File: config.mk
export PLATFORM = sky130hd
export DESIGN_NAME = dual_seq_detect
export DESIGN_NICKNAME = d
export VERILOG_FILES = /design/src/rtl/dual_seq_detect.sv
export SDC_FILE = /design/constraint.sdc
export NUM_CORES = 1
export LEC_CHECK = 0
export BUFFER_PORTS_ARGS = -buffer_cell sky130_fd_sc_hd__buf_4
export CORE_AREA = 4 4 41 43
export DETAILED_ROUTE_END_ITERATION = 8
export DIE_AREA = 0 0 45 47
export PLACE_DENSITY = 0.33
export SLEW_MARGIN = 20
export SYNTH_ARGS = -nofsm -noshare
export SYNTH_HDL_FRONTEND = slang
export SYNTH_SLANG_ARGS = --single-unit
File: constraint.sdc
create_clock -name clk -period 1.5 [get_ports clk]
set_clock_uncertainty 0.2 [all_clocks]
set_input_delay 0.225 -clock clk [delete_from_list [all_inputs] [get_ports clk]]
set_output_delay 0.225 -clock clk [all_outputs]
set_load 0.02 [all_outputs]
File: src/rtl/dual_seq_detect.sv
module dual_seq_detect (
  input  logic clk,
  input  logic rst,
  input  logic din,
  output logic hit,
  output logic hit_q
);

  typedef enum logic [2:0] {
    ST_IDLE = 3'd0,
    ST_1    = 3'd1,
    ST_10   = 3'd2,
    ST_11   = 3'd3,
    ST_100  = 3'd4,
    ST_111  = 3'd5
  } state_t;

  state_t cur, nxt;

  always_comb begin
    nxt = ST_IDLE;
    case (cur)
      ST_IDLE: nxt = din ? ST_1   : ST_IDLE;
      ST_1:    nxt = din ? ST_11  : ST_10;
      ST_10:   nxt = din ? ST_1   : ST_100;
      ST_11:   nxt = din ? ST_111 : ST_10;
      ST_100:  nxt = din ? ST_1   : ST_IDLE;
      ST_111:  nxt = din ? ST_111 : ST_10;
      default: nxt = ST_IDLE;
    endcase
  end

  assign hit = din & ((cur == ST_100) | (cur == ST_111));

  always_ff @(posedge clk) begin
    if (rst) begin
      cur   <= ST_IDLE;
      hit_q <= 1'b0;
    end else begin
      cur   <= nxt;
      hit_q <= hit;
    end
  end

endmodule


[Word-level counts from Yosys, hierarchy flattened]
Index checks and enable logic that the tools add are counted.
Storage, ports and cells
  output and inout port bits: 2
  bits in registers: 4
  logic and storage cells: 17
  bits of input ports: 3
Operators by class
  bitwise operators: 2
  equality and inequality tests: 5
  reductions and logical operators: 3
  muxes and demuxes: 5
Operators with widths (count)
  $pmux W3 S4: 1
  $eq A3 B2 Y1 const B: 2
  $eq A3 B3 Y1 const B: 2
  $mux W3: 2
  $reduce_or A2 Y1: 2
  $eq A3 B1 Y1 const B: 1
  $logic_not A3 Y1: 1
  $mux W1: 2
  $and A1 B1 Y1: 1
  $or A1 B1 Y1: 1

[Longest topological paths before layout]
  word-level depth: 3
  mapped depth: 2
  mapped depth without buffers: 2

[Least setup slack after synthesis]
OpenSTA, ideal clock, no wires.
  kind: reg-to-reg
  start: reg cur[1]
  end: reg cur[2]
  slack: 0.307 ns
  setup time: 0.075 ns
  stages on the path, launching flop included: 3
  buffers on the path: 0
  data arrival time: 0.919 ns
  period minus slack after synthesis: 1.193 ns
  data required time: 1.225 ns
  path through: dfxtp_1 -> or4b_1 -> o22ai_1
Between the ends
  longest elaborated chain between the ends: 3
  elaborated cells between the ends (all ways): 9
  those cells by class: eq/ne (5); mux (1); reduce/logical (3)
Ends and longest elaborated chain
  start: declaration: line 18  | state_t cur, nxt;
  start signal: assignment: line 40  | cur <= nxt;
  $eq A3 B3 Y1, or another cell as far along: line 22  | case (cur)
  $reduce_or A2 Y1 (no line)
  $pmux W3 S4 *: line 22
Every way passes the cells marked *; elsewhere a longest branch is shown, timed or not.
A chain may end at the register's enable or synchronous reset.

[Worst setup path after layout]
  start: reg cur[1]
  end: out hit
Between the ends
  longest elaborated chain between the ends: 3
  elaborated cells between the ends (all ways): 4
  those cells by class: eq/ne (2); bitwise (2)
Ends and longest elaborated chain
  $eq A3 B3 Y1: line 33  | assign hit = din & ((cur == ST_100) | (cur == ST_111));
  $or A1 B1 Y1 *: line 33
  $and A1 B1 Y1 *: line 33
  end: declaration: line 5  | output logic hit,
Marked as above.

==> impl_metrics.tcl <==
set metrics [dict create \
    dieHeight_um 47 \
    rows 13 \
    synth_area_sq_um 158 \
    finalCritPeriodShare_pct 95.2 \
    detail-route-antenna-nets 0 \
    irDropWorstVdd_v 0.000246 \
    die_area_sq_um 2120 \
    crit_family "flip-flops" \
    wl_per_cell_um 9.41 \
    final_hold_viol_count 0 \
    synth_cells 14 \
    met3_usage_pct 4.60 \
    slew_violations 0 \
    final_cell_mix "dfxtp_1 (4), buf_4 (4), clkbuf_4 (3)" \
    globalRouteMet1Util_pct 3.17 \
    drv_cap 0 \
    finalNetCount 27 \
    drtIter0Drc 0 \
    grt_pass1_vias 140 \
    start_util_pct 12.1 \
    grt_start_max_net_pins 6 \
    clock_sinks 4 \
    yosysWarnings 0 \
    tns_ps 0 \
    clk_pin_slew_ps 40 \
    crit_chain "and3b_2 > buf_4" \
    finalNonFillerCells 37 \
    grt_overflow 0 \
    die-width_um 45 \
    worst_pin_slew_ps 178 \
    p_leak_uw 0.0000945 \
    drc 0 \
    worstSetupEndpointType "output port" \
    drive_gt1_share_pct 36.4 \
    cts_buffer_depth 2 \
    post-route-cell-area_sq_um 239 \
    setup_viol 0 \
    power_density_nw_per_um2 1100 \
    core_area_sq_um 1300 \
    cts_root_buf "clkbuf_4" \
    reg2regPathDepth 2 \
    placedCellCount 33 \
    power_uw 263 \
    boundaryPins 5 \
    dp_slack_ps 215 \
    grt_pass1_wl_um 538 \
    h-tree-depth 1 \
    slew_headroom_pct 88.1 \
    critical_path_required_ps 1070 \
    synth_nets 17 \
    status "complete, no violations" \
    cts_tree "yes" \
    start_kind "register" \
    diodes 0 \
    crit_cells 2 \
    clk-insertion-delay-late_ps 230 \
    rsz0062_at_grt "no" \
    use_met2_pct 5.37 \
    syn-mean-instance-area_sq_um 11.3 \
    syn_to_final_growth_pct 51.6 \
    grt_use_total_pct 4.50 \
    path_buf_inv 1 \
    port_buffers 4 \
    post_cts_resized 0 \
    critical_path.max_fanout 5 \
    antenna_found_initial 0 \
    critPathMaxStageDelay_ps 390 \
    finalWorstSetupSlack_ps 71.5 \
    viasPerCell 3.57 \
    synth_seq_cells 4 \
    worstPathArrival_ps 1000 \
    min_path_type "in -> reg" \
    critical_path_class "reg -> out" \
    wl_um 348 \
    gp_congestion 0.646 \
    cts_made_buffers 3 \
    whs_path_depth 3 \
    max_freq_mhz 700 \
    period_minus_slack_ps 1430 \
    dr_total_vias 132 \
    busiest_layer "met4" \
    slowest_stage "dfxtp_1" \
    dr.pass1.iters 1 \
    ys_types 11 \
    place_area_sq_um 206 \
    yosysSeqAreaShare_pct 50.8 \
]
[final timing paths]
path              slack [ps]    from     end
hold reg to reg          290  cur[0]  cur[1]
setup / recovery          70  cur[1]     hit
hold / removal            50     din  cur[0]
setup reg to reg         240  cur[1]  cur[2]
[where the power goes]
group          leakage [uW]  total [uW]  switching, uW  internal [uW]
Clock             0.0000138         131           42.1           89.4
Sequential        0.0000327         114           3.28            110
Combinational     0.0000480        17.5           6.72           10.8
Total             0.0000945         263           52.1            210
[cell families (layout without fill, tap and decap cells)]
kind of cell | count (synthesis) | after routing | share of synthesized area (%)
buf+inv | 1 | 9 | 2.38
xor+xnor | 1 | 1 | 5.56
simple gates | 5 | 5 | 26.2
fa+ha+maj | 1 | 1 | 6.35
compound gates | 2 | 2 | 8.73
flops | 4 | 4 | 50.8
[metal layers]
metal	up-vias	share of wire, %
li1	69	-
met1	59	46
met2	4	42
met3	0	11
met4	0	0
met5	-	0
[synth_stat cells (all sizes together)]
| library cell | n | area, sq um |
|---|---|---|
| dfxtp | 4 | 80.1 |
| a211oi | 1 | 7.51 |
| and3b | 1 | 10.0 |
| inv | 1 | 3.75 |
| maj3 | 1 | 10.0 |
| nand3b | 1 | 7.51 |
| nor2b | 1 | 6.26 |
| nor3b | 1 | 7.51 |
| o22ai | 1 | 6.26 |
| or4b | 1 | 10.0 |
| xnor2 | 1 | 8.76 |
[metrics by stage]
step	utilization [%]	hold slack [ps]
after floorplan	-	96.6
after global placement	15.9	231
after detailed placement	15.9	234
after CTS	18.4	41.2
after global routing	18.4	42.0
final	18.4	51.2
[state kept, by name, indices dropped and copies added (netlist names)]
| signal | cells |
|---|---|
| cur | 3 |
| hit_q | 1 |
[worst min-delay path, delay by kind of cell]
kind	cells	cell delay, ps
compound gates	1	30
buf+inv	2	180
[area by class of cell]
class                      count  area [sq um]
multi-input combinational      9          73.8
timing repair buffer           5          40.0
inverter                       1          3.75
fill                         158          1060
tap                           15          18.8
sequential                     4          80.1
clock buffer                   3          22.5
[what timing repair did]
| action | 4_1_cts | 5_1_grt |
|---|---|---|
| setup buffers | 0 | 0 |
| endpoints found under the hold margin | 3 | 0 |
| hold buffers | 1 | 0 |
Note: power is estimated with default switching activity, not from simulation.
